**src/rtl/cmon_smb_pkg.sv**
```systemverilog
package cmon_smb_pkg;

   localparam int            MAX_CH     = 4;
   localparam logic [6:0]    ARA_ADDR   = 7'h0C;
   localparam logic [7:0]    LAST_CODE  = 8'h0E;
   localparam int            ALERT_BIT  = 3;

   localparam logic [7:0]    C_STATUS   = 8'h00;
   localparam logic [7:0]    C_CTRL     = 8'h01;
   localparam logic [7:0]    C_OCD      = 8'h02;
   localparam logic [7:0]    C_SDD      = 8'h03;

   localparam logic [7:0]    RST_CTRL   = 8'h0C;
   localparam logic [7:0]    RST_OCD    = 8'h04;
   localparam logic [7:0]    RST_SDD    = 8'h14;
   localparam logic [7:0]    RST_THR    = 8'hD1;

   typedef enum logic [2:0] {
      ST_IDLE,
      ST_ADDR,
      ST_CMD,
      ST_WDATA,
      ST_ACK,
      ST_TX,
      ST_MACK,
      ST_SKIP
   } bus_st_e;

endpackage

```
**src/rtl/cmon_pin_sync.sv**
```systemverilog
module cmon_pin_sync #(
   parameter int W      = 2,
   parameter int STAGES = 2
) (
   input  logic         clk,
   input  logic         rst_n,
   input  logic [W-1:0] din,
   output logic [W-1:0] sync_o,
   output logic [W-1:0] last_o
);

   initial begin
      assert (STAGES >= 2) else $error("cmon_pin_sync: STAGES must be at least 2");
   end

   logic [W-1:0] chain_q [STAGES];
   logic [W-1:0] last_q;

   always_ff @(posedge clk or negedge rst_n) begin
      if (!rst_n) begin
         for (int s = 0; s < STAGES; s++) chain_q[s] <= '1;
         last_q <= '1;
      end else begin
         chain_q[0] <= din;
         for (int s = 1; s < STAGES; s++) chain_q[s] <= chain_q[s-1];
         last_q <= chain_q[STAGES-1];
      end
   end

   assign sync_o = chain_q[STAGES-1];
   assign last_o = last_q;

endmodule

```
**src/rtl/cmon_smb_fsm.sv**
```systemverilog
module cmon_smb_fsm
   import cmon_smb_pkg::*;
#(
   parameter int TIMEOUT_CYC = 7_500_000
) (
   input  logic       clk,
   input  logic       rst_n,
   input  logic       scl_s,
   input  logic       scl_p,
   input  logic       sda_s,
   input  logic       sda_p,
   input  logic [6:0] own_addr,
   input  logic       ara_armed,
   input  logic [7:0] rd_data,
   output logic       sda_oe,
   output logic [7:0] cmd_ptr,
   output logic       wr_en,
   output logic [7:0] wr_data,
   output logic       stat_acc,
   output logic       ara_won
);

   localparam int              TMO_W    = $clog2(TIMEOUT_CYC + 1);
   localparam logic [TMO_W-1:0] TMO_LAST = TMO_W'(TIMEOUT_CYC - 1);

   initial begin
      assert (TIMEOUT_CYC > 1) else $error("cmon_smb_fsm: TIMEOUT_CYC too small");
   end

   bus_st_e          st_q, nxt_q;
   logic [3:0]       cnt_q;
   logic [7:0]       sh_q;
   logic [7:0]       cmd_q;
   logic             oe_q;
   logic             tx_ara_q;
   logic             macked_q;
   logic             wr_q, stat_q, won_q;
   logic [7:0]       wdat_q;
   logic [TMO_W-1:0] tmo_q;

   logic start_ev, stop_ev, rise, fall, tmo_hit;
   logic [7:0] tx_byte;

   assign start_ev = scl_s & scl_p & sda_p & ~sda_s;
   assign stop_ev  = scl_s & scl_p & ~sda_p & sda_s;
   assign rise     = scl_s & ~scl_p;
   assign fall     = ~scl_s & scl_p;
   assign tmo_hit  = (st_q != ST_IDLE) && !scl_s && (tmo_q == TMO_LAST);
   assign tx_byte  = tx_ara_q ? {own_addr, 1'b1} : rd_data;

   always_ff @(posedge clk or negedge rst_n) begin
      if (!rst_n) begin
         tmo_q <= '0;
      end else if (st_q == ST_IDLE || scl_s || tmo_hit) begin
         tmo_q <= '0;
      end else begin
         tmo_q <= tmo_q + 1'b1;
      end
   end

   always_ff @(posedge clk or negedge rst_n) begin
      if (!rst_n) begin
         st_q     <= ST_IDLE;
         nxt_q    <= ST_IDLE;
         cnt_q    <= '0;
         sh_q     <= '0;
         cmd_q    <= C_STATUS;
         oe_q     <= 1'b0;
         tx_ara_q <= 1'b0;
         macked_q <= 1'b0;
         wr_q     <= 1'b0;
         stat_q   <= 1'b0;
         won_q    <= 1'b0;
         wdat_q   <= '0;
      end else begin
         wr_q   <= 1'b0;
         stat_q <= 1'b0;
         won_q  <= 1'b0;
         if (tmo_hit) begin
            st_q <= ST_IDLE;
            oe_q <= 1'b0;
         end else if (start_ev) begin
            st_q  <= ST_ADDR;
            cnt_q <= '0;
            oe_q  <= 1'b0;
         end else if (stop_ev) begin
            st_q <= ST_IDLE;
            oe_q <= 1'b0;
         end else begin
            unique case (st_q)
               ST_ADDR, ST_CMD, ST_WDATA: begin
                  if (rise) begin
                     sh_q  <= {sh_q[6:0], sda_s};
                     cnt_q <= cnt_q + 1'b1;
                  end else if (fall && cnt_q == 4'd8) begin
                     if (st_q == ST_ADDR) begin
                        if (sh_q[7:1] == own_addr) begin
                           oe_q     <= 1'b1;
                           st_q     <= ST_ACK;
                           nxt_q    <= sh_q[0] ? ST_TX : ST_CMD;
                           tx_ara_q <= 1'b0;
                        end else if (sh_q[7:1] == ARA_ADDR && sh_q[0] && ara_armed) begin
                           oe_q     <= 1'b1;
                           st_q     <= ST_ACK;
                           nxt_q    <= ST_TX;
                           tx_ara_q <= 1'b1;
                        end else begin
                           st_q <= ST_SKIP;
                        end
                     end else if (st_q == ST_CMD) begin
                        cmd_q <= sh_q;
                        if (sh_q <= LAST_CODE) begin
                           oe_q  <= 1'b1;
                           st_q  <= ST_ACK;
                           nxt_q <= ST_WDATA;
                        end else begin
                           st_q <= ST_SKIP;
                        end
                     end else begin
                        oe_q   <= 1'b1;
                        st_q   <= ST_ACK;
                        nxt_q  <= ST_SKIP;
                        wr_q   <= 1'b1;
                        wdat_q <= sh_q;
                        stat_q <= (cmd_q == C_STATUS);
                     end
                  end
               end
               ST_ACK: begin
                  if (fall) begin
                     cnt_q <= '0;
                     st_q  <= nxt_q;
                     if (nxt_q == ST_TX) begin
                        sh_q <= tx_byte;
                        oe_q <= ~tx_byte[7];
                     end else begin
                        oe_q <= 1'b0;
                     end
                  end
               end
               ST_TX: begin
                  if (rise) begin
                     cnt_q <= cnt_q + 1'b1;
                     if (tx_ara_q && !oe_q && !sda_s) st_q <= ST_SKIP;
                  end else if (fall) begin
                     if (cnt_q == 4'd8) begin
                        oe_q  <= 1'b0;
                        st_q  <= ST_MACK;
                        won_q <= tx_ara_q;
                     end else begin
                        sh_q <= {sh_q[6:0], 1'b0};
                        oe_q <= ~sh_q[6];
                     end
                  end
               end
               ST_MACK: begin
                  if (rise) begin
                     macked_q <= ~sda_s;
                  end else if (fall) begin
                     if (tx_ara_q) begin
                        st_q <= ST_SKIP;
                     end else begin
                        stat_q <= (cmd_q == C_STATUS);
                        if (macked_q) begin
                           sh_q  <= rd_data;
                           oe_q  <= ~rd_data[7];
                           cnt_q <= '0;
                           st_q  <= ST_TX;
                        end else begin
                           st_q <= ST_SKIP;
                        end
                     end
                  end
               end
               default: ;
            endcase
         end
      end
   end

   assign sda_oe   = oe_q;
   assign cmd_ptr  = cmd_q;
   assign wr_en    = wr_q;
   assign wr_data  = wdat_q;
   assign stat_acc = stat_q;
   assign ara_won  = won_q;


   idle_release_chk: assert property (@(posedge clk) disable iff (!rst_n)
      (st_q == ST_IDLE) |-> !oe_q);


   tmo_release_chk: assert property (@(posedge clk) disable iff (!rst_n)
      tmo_hit |=> (!oe_q && st_q == ST_IDLE));


   ara_won_chk: assert property (@(posedge clk) disable iff (!rst_n)
      won_q |-> (st_q == ST_MACK && !oe_q && tx_ara_q));


   arb_lost_chk: assert property (@(posedge clk) disable iff (!rst_n)
      (st_q == ST_TX && tx_ara_q && rise && !oe_q && !sda_s && !tmo_hit && !start_ev && !stop_ev)
      |=> (st_q == ST_SKIP && !won_q));

endmodule

```
**src/rtl/cmon_regfile.sv**
```systemverilog
module cmon_regfile
   import cmon_smb_pkg::*;
#(
   parameter int         NCH  = 4,
   parameter logic [2:0] REV  = 3'd1,
   parameter logic [5:0] YEAR = 6'd13,
   parameter logic [5:0] WEEK = 6'd40
) (
   input  logic               clk,
   input  logic               rst_n,
   input  logic [7:0]         rd_code,
   output logic [7:0]         rd_data,
   input  logic               wr_en,
   input  logic [7:0]         wr_code,
   input  logic [7:0]         wr_data,
   input  logic [7:0]         status_i,
   input  logic [NCH*8-1:0]   adc_i,
   output logic [7:0]         ctrl_o,
   output logic [7:0]         ocd_o,
   output logic [7:0]         sdd_o,
   output logic [MAX_CH*8-1:0] thr_o,
   output logic               wr_stb_o,
   output logic [3:0]         wr_code_o,
   output logic [7:0]         wr_data_o
);

   initial begin
      assert (NCH == 2 || NCH == 4) else $error("cmon_regfile: NCH must be 2 or 4");
   end

   logic [7:0] ctrl_q, ocd_q, sdd_q;
   logic [7:0] thr_q [MAX_CH];
   logic [7:0] adc_bank [MAX_CH];
   logic       stb_q;
   logic [3:0] stb_code_q;
   logic [7:0] stb_data_q;
   logic       wr_ok;

   for (genvar g = 0; g < MAX_CH; g++) begin : g_ch
      if (g < NCH) begin : g_live
         assign adc_bank[g] = adc_i[8*g +: 8];
      end else begin : g_absent
         assign adc_bank[g] = 8'h00;
      end
      assign thr_o[8*g +: 8] = thr_q[g];
   end

   assign wr_ok = (wr_code inside {8'h00, 8'h01, 8'h02, 8'h03, 8'h08, 8'h09, 8'h0A, 8'h0B});

   always_ff @(posedge clk or negedge rst_n) begin
      if (!rst_n) begin
         ctrl_q     <= RST_CTRL;
         ocd_q      <= RST_OCD;
         sdd_q      <= RST_SDD;
         for (int i = 0; i < MAX_CH; i++) thr_q[i] <= RST_THR;
         stb_q      <= 1'b0;
         stb_code_q <= '0;
         stb_data_q <= '0;
      end else begin
         stb_q <= wr_en && wr_ok;
         if (wr_en && wr_ok) begin
            stb_code_q <= wr_code[3:0];
            stb_data_q <= wr_data;
         end
         if (wr_en) begin
            unique case (wr_code)
               C_CTRL: ctrl_q <= wr_data;
               C_OCD:  ocd_q  <= wr_data;
               C_SDD:  sdd_q  <= wr_data;
               8'h08, 8'h09, 8'h0A, 8'h0B: thr_q[wr_code[1:0]] <= wr_data;
               default: ;
            endcase
         end
      end
   end

   always_comb begin
      unique case (rd_code)
         C_STATUS: rd_data = status_i;
         C_CTRL:   rd_data = ctrl_q;
         C_OCD:    rd_data = ocd_q;
         C_SDD:    rd_data = sdd_q;
         8'h04, 8'h05, 8'h06, 8'h07: rd_data = adc_bank[rd_code[1:0]];
         8'h08, 8'h09, 8'h0A, 8'h0B: rd_data = thr_q[rd_code[1:0]];
         8'h0C:    rd_data = {5'b00001, REV};
         8'h0D:    rd_data = {2'b00, YEAR};
         8'h0E:    rd_data = {2'b00, WEEK};
         default:  rd_data = 8'hFF;
      endcase
   end

   assign ctrl_o    = ctrl_q;
   assign ocd_o     = ocd_q;
   assign sdd_o     = sdd_q;
   assign wr_stb_o  = stb_q;
   assign wr_code_o = stb_code_q;
   assign wr_data_o = stb_data_q;


   ro_nostb_chk: assert property (@(posedge clk) disable iff (!rst_n)
      (wr_en && (wr_code inside {8'h04, 8'h05, 8'h06, 8'h07, 8'h0C, 8'h0D, 8'h0E})) |=> !stb_q);


   stb_src_chk: assert property (@(posedge clk) disable iff (!rst_n)
      stb_q |-> $past(wr_en));


   ocd_hold_chk: assert property (@(posedge clk) disable iff (!rst_n)
      !(wr_en && wr_code == C_OCD) |=> $stable(ocd_q));

endmodule

```
**src/rtl/cmon_smb_slave.sv**
```systemverilog
module cmon_smb_slave
   import cmon_smb_pkg::*;
#(
   parameter int         NCH         = 4,
   parameter int         TIMEOUT_CYC = 7_500_000,
   parameter int         SYNC_STAGES = 2,
   parameter logic [2:0] REV         = 3'd1,
   parameter logic [5:0] YEAR        = 6'd13,
   parameter logic [5:0] WEEK        = 6'd40
) (
   input  logic             clk,
   input  logic             rst_n,
   input  logic             scl_i,
   input  logic             sda_i,
   output logic             sda_oe_o,
   input  logic [6:0]       own_addr_i,
   input  logic             alert_req_i,
   input  logic [7:0]       status_i,
   input  logic [NCH*8-1:0] adc_i,
   output logic [7:0]       ctrl_o,
   output logic [7:0]       ocd_o,
   output logic [7:0]       sdd_o,
   output logic [31:0]      thr_o,
   output logic             wr_stb_o,
   output logic [3:0]       wr_code_o,
   output logic [7:0]       wr_data_o,
   output logic             stat_acc_o,
   output logic             ara_won_o
);

   logic [1:0] pin_s, pin_p;
   logic [7:0] cmd_ptr, rd_data, wr_data;
   logic       wr_en;
   logic       ara_armed;

   cmon_pin_sync #(.W(2), .STAGES(SYNC_STAGES)) sync_i (
      .clk    (clk),
      .rst_n  (rst_n),
      .din    ({scl_i, sda_i}),
      .sync_o (pin_s),
      .last_o (pin_p)
   );

   assign ara_armed = ctrl_o[ALERT_BIT] & alert_req_i;

   cmon_smb_fsm #(.TIMEOUT_CYC(TIMEOUT_CYC)) fsm_i (
      .clk       (clk),
      .rst_n     (rst_n),
      .scl_s     (pin_s[1]),
      .scl_p     (pin_p[1]),
      .sda_s     (pin_s[0]),
      .sda_p     (pin_p[0]),
      .own_addr  (own_addr_i),
      .ara_armed (ara_armed),
      .rd_data   (rd_data),
      .sda_oe    (sda_oe_o),
      .cmd_ptr   (cmd_ptr),
      .wr_en     (wr_en),
      .wr_data   (wr_data),
      .stat_acc  (stat_acc_o),
      .ara_won   (ara_won_o)
   );

   cmon_regfile #(.NCH(NCH), .REV(REV), .YEAR(YEAR), .WEEK(WEEK)) regs_i (
      .clk       (clk),
      .rst_n     (rst_n),
      .rd_code   (cmd_ptr),
      .rd_data   (rd_data),
      .wr_en     (wr_en),
      .wr_code   (cmd_ptr),
      .wr_data   (wr_data),
      .status_i  (status_i),
      .adc_i     (adc_i),
      .ctrl_o    (ctrl_o),
      .ocd_o     (ocd_o),
      .sdd_o     (sdd_o),
      .thr_o     (thr_o),
      .wr_stb_o  (wr_stb_o),
      .wr_code_o (wr_code_o),
      .wr_data_o (wr_data_o)
   );

endmodule

```
**config.mk**
```make
export PLATFORM = sky130hd
export DESIGN_NAME = cmon_smb_slave
export DESIGN_NICKNAME = d
export VERILOG_FILES = /design/src/rtl/cmon_smb_pkg.sv /design/src/rtl/cmon_pin_sync.sv /design/src/rtl/cmon_smb_fsm.sv /design/src/rtl/cmon_regfile.sv /design/src/rtl/cmon_smb_slave.sv
export SDC_FILE = /design/constraint.sdc
export NUM_CORES = 1
export LEC_CHECK = 0
export ABC_CLOCK_PERIOD_IN_PS = 3100
export BUFFER_PORTS_ARGS = -buffer_cell sky130_fd_sc_hd__buf_4
export CORE_ASPECT_RATIO = 0.7
export CORE_UTILIZATION = 55
export CTS_CLUSTER_SIZE = 28
export DETAILED_ROUTE_END_ITERATION = 7
export PLACE_DENSITY = 0.78
export SETUP_SLACK_MARGIN = 0.02
export SLEW_MARGIN = 30
export SYNTH_ARGS = -nofsm -noshare
export SYNTH_HDL_FRONTEND = slang
export SYNTH_SLANG_ARGS = --single-unit
export TNS_END_PERCENT = 5
```
**constraint.sdc**
```tcl
create_clock -name clk -period 3.1 [get_ports clk]
set_input_delay 0.31 -clock clk [delete_from_list [all_inputs] [get_ports clk]]
set_output_delay 0.31 -clock clk [all_outputs]
set_load 0.01 [all_outputs]
```
==> flow_summary.yaml <==
clock_network:
  cts.repair.resized: 0
  clk_pin_slew_worst_paths_ns: 0.06
  clockRootBuffer: "clkbuf_16"
  post_cts_buffers: 0
  cts.sinks: 138
  cts_buffers: 17
  clock_path_buffers: 2
  cts_tree: "built"
  clkLatencyLatePin_ns: 0.42
  h-tree-depth: 4
  cts_hold_buffers: 3
floorplanning:
  ioPinCount: 124
  die_h_um: 99.17
  dieArea_um2: 13960
  start_util_pct: 56.47
  row_count: 35
  die_w_um: 140.8
  core-area_um2: 13140
sta:
  whs_ns: 0.3397
  tightest_slew_ns: 0.8552
  slew_headroom_pct: 42.98
  finClkSkew_ns: 0.01106
  finalSetupViolCount: 0
  setup_slack_ns: 0.4505
  setup-tns-final_ns: 0
  rsz0062_at_grt: "false"
  hold_viol: 0
  finalCritPeriodShare_pct: 85.47
  fin_crit_ns: 2.649
  fmax_ghz: 0.3774
  drv_slew: 0
setup_path:
  cp_data_required_time_ns: 3.40
  reg2regPathDepth: 6
  crit_path_end_kind: "register"
  path_max_fanout: 14
  crit_path_start_kind: "register"
  arrival_ns: 2.95
  crit_type: "register to register"
logic_synthesis:
  synth_seq_cells: 138
  synth_adder_area_share_pct: 1.012
  synth-compound-area-share_pct: 9.749
  synthMuxAreaShare_pct: 19.48
  ys_seq_area_share_pct: 47.01
  synth_edf_count: 0
  yosysWarnings: 0
  syn_area_um2: 7418
  synth_cells: 671
  synth_cell_type_count: 74
  ys.flop_type: "dfrtp_1"
  synth_xor_area_share_pct: 3.070
  yosys.area_share.simple_pct: 16.38
  avgSynthCellArea_um2: 11.06
  synth_top_family_by_area: "multiplexers"
  syn_nets: 729
  synthArstFlopShare_pct: 100.0
routing:
  vias_per_cell: 6.270
  detail_route.wl_per_cell_um: 21.16
  drtIter0Drc: 534
  dr_total_vias: 6113
  drcViolationCount: 0
  drtAntennaViolNets: 0
  dr.pass1.iters: 5
  routed_wl_um: 20630
pwr:
  p_clk_share_pct: 31.5
  comb_power_share_pct: 32.9
  p_int_mw: 4.312
  power_switching_mw: 2.575
  switching_share_pct: 37.39
  irDropWorstVdd_uv: 522.2
  power_mw: 6.887
  power_density_nw_per_um2: 751.8
  power_frac_seq_pct: 35.6
  total_leakage_power_nw: 4.169
global_route:
  overflow: 0
  track_usage_pct: 30.85
  grt_pass1_wl_um: 32830
  grt_max_degree: 91
  grt_pass1_vias: 6094
  grt_antenna_before_repair: 0
min_path:
  min_delay_path_depth: 4
  hold_path.class: "primary input to register"
placement:
  place.gp.congestion: 0.9244
  preCtsSetupSlack_ns: 0.5200
  place_area_um2: 8506
  dpl.cell_count: 940
  port_buffers: 123
  dp.final_hpwl_um: 14980
final_layout:
  syn2layout_area_growth_pct: 23.48
  final_nets: 854
  diodes: 0
  n_fill_cell: 961
  finalNonFillerCells: 975
  drive_gt1_share_pct: 40.05
  finish.utilization_pct: 69.72
  stdcell_area_um2: 9160
job:
  drv_cap: 0
status:
  status: "complete, no violations"
-- final timing paths --
| check | slack [ns] | endpoint | start |
|---|---|---|---|
| worst max-delay path | 0.45 | regs_i.thr_o[10]$_DFFE_PN0P_ | fsm_i.cmd_ptr[6]$_DFFE_PN0P_ |
| worst min-delay path | 0.34 | fsm_i.sh_q[6]$_DFFE_PN0P_ | own_addr_i[5] |
| worst max register to register | 0.45 | regs_i.thr_o[10]$_DFFE_PN0P_ | fsm_i.cmd_ptr[6]$_DFFE_PN0P_ |
| worst min register to register | 0.36 | sync_i.sync_o[0]$_DFF_PN1_ | sync_i.chain_q[2]$_DFF_PN1_ |
| max in group asynchronous | 1.78 | regs_i.thr_o[31]$_DFFE_PN1P_ | rst_n |
| min in group asynchronous | 0.51 | fsm_i.tmo_q[9]$_DFF_PN0_ | rst_n |
-- cells in the mapped netlist (3+ instances only) --
| library cell | n | share of area (%) |
|---|---|---|
| a211o_1 | 4 | 0.47 |
| a211oi_1 | 6 | 0.61 |
| a21o_1 | 3 | 0.30 |
| a21oi_1 | 16 | 1.1 |
| a22oi_1 | 6 | 0.61 |
| a31oi_1 | 7 | 0.59 |
| a32oi_1 | 4 | 0.47 |
| and2_1 | 3 | 0.25 |
| and3_1 | 4 | 0.34 |
| and4_1 | 3 | 0.35 |
| buf_1 | 4 | 0.20 |
| buf_2 | 16 | 1.1 |
| buf_4 | 3 | 0.30 |
| clkbuf_1 | 11 | 0.56 |
| dfrtp_1 | 111 | 37 |
| dfstp_2 | 27 | 9.6 |
| ha_1 | 6 | 1.0 |
| inv_1 | 17 | 0.86 |
| mux2_1 | 3 | 0.46 |
| mux2_2 | 104 | 16 |
| mux2i_1 | 15 | 2.0 |
| mux4_2 | 4 | 1.2 |
| nand2_1 | 38 | 1.9 |
| nand2_2 | 3 | 0.25 |
| nand2b_1 | 7 | 0.59 |
| nand3_1 | 30 | 2.0 |
| nand3b_1 | 9 | 0.91 |
| nand4_1 | 11 | 0.93 |
| nor2_1 | 50 | 2.5 |
| nor2b_1 | 13 | 1.1 |
| nor3_1 | 9 | 0.61 |
| nor4_1 | 8 | 0.67 |
| o211ai_1 | 4 | 0.40 |
| o21a_1 | 3 | 0.30 |
| o21ai_0 | 24 | 1.6 |
| o22ai_1 | 8 | 0.67 |
| or3_1 | 4 | 0.34 |
| xnor2_1 | 7 | 0.83 |
| xor2_1 | 19 | 2.2 |
-- sequential cells by signal (all words and copies together) (netlist names) --
name,flops
fsm_i.macked_q,1
regs_i.ctrl_o,8
regs_i.thr_o,32
fsm_i.sh_q,8
fsm_i.ara_won,1
fsm_i.wr_data,8
sync_i.last_o,2
sync_i.sync_o,2
fsm_i.tx_ara_q,1
sync_i.chain_q,2
regs_i.wr_data_o,8
fsm_i.nxt_q,3
fsm_i.st_q,3
fsm_i.stat_acc,1
regs_i.wr_stb_o,1
fsm_i.sda_oe,1
fsm_i.tmo_q,23
regs_i.ocd_o,8
regs_i.wr_code_o,4
regs_i.sdd_o,8
fsm_i.wr_en,1
fsm_i.cnt_q,4
fsm_i.cmd_ptr,8
-- layer usage --
layer / global-route usage, % / vias up / share of wire, % / routed length, µm
met2: 45.31 / 328 / 44 / 9005
met5: 0 / - / 0 / 0
met1: 44.88 / 3038 / 45 / 9261
li1: - / 2708 / - / -
met4: 11.54 / 0 / 2.0 / 420
met3: 6.837 / 39 / 9.4 / 1946
-- cells in the final DEF, fill, tap and decap left out, drive strengths merged, types with 9 or more instances in the layout --
cell type and n:
mux2i 15, nand2 41, inv 22, nor2b 13, a21oi 16, nor3 10
dfrtp 111, mux2 107, xor2 19, nand3b 9, dfstp 27, nand4 11
nor4 10, buf 139, clkbuf 19, nand3 33, nor2 53, o21ai 24
-- worst max-delay path, stage by stage, from the launching register on --
cell and delay [ns]:
dfrtp_1 0.40, or4_4 0.59, nor2_4 0.23, nand2_2 0.30
inv_1 0.16, and3_1 0.46, mux2_2 0.39
-- logic make-up after synthesis --
kind of cell,after synthesis
fa+ha+maj,6
simple gates,217
xor+xnor,26
flops,138
compound gates,105
mux,126
buf+inv,53
-- area by class of cell --
type	instances	area (µm²)	area share (%)
Clock buffer	19	432.9	4.726
Clock inverter	13	191.4	2.090
Multi-Input combinational cell	480	3686	40.24
Timing Repair Buffer	142	1090	11.90
Sequential cell	138	3488	38.08
Tap cell	166	207.7	2.267
Inverter	17	63.81	0.6966
-- power by group through the flow --
stage / clock network, mW / logic [mW] / registers, mW
after floorplan: 0 / 1.70 / 2.21
after global placement: 0 / 2.17 / 2.45
after detailed placement: 0 / 2.19 / 2.46
after CTS: 2.19 / 2.20 / 2.43
after global routing: 2.27 / 2.42 / 2.48
final: 2.17 / 2.26 / 2.45
No activity file was read; power rests on OpenSTA's default activity.
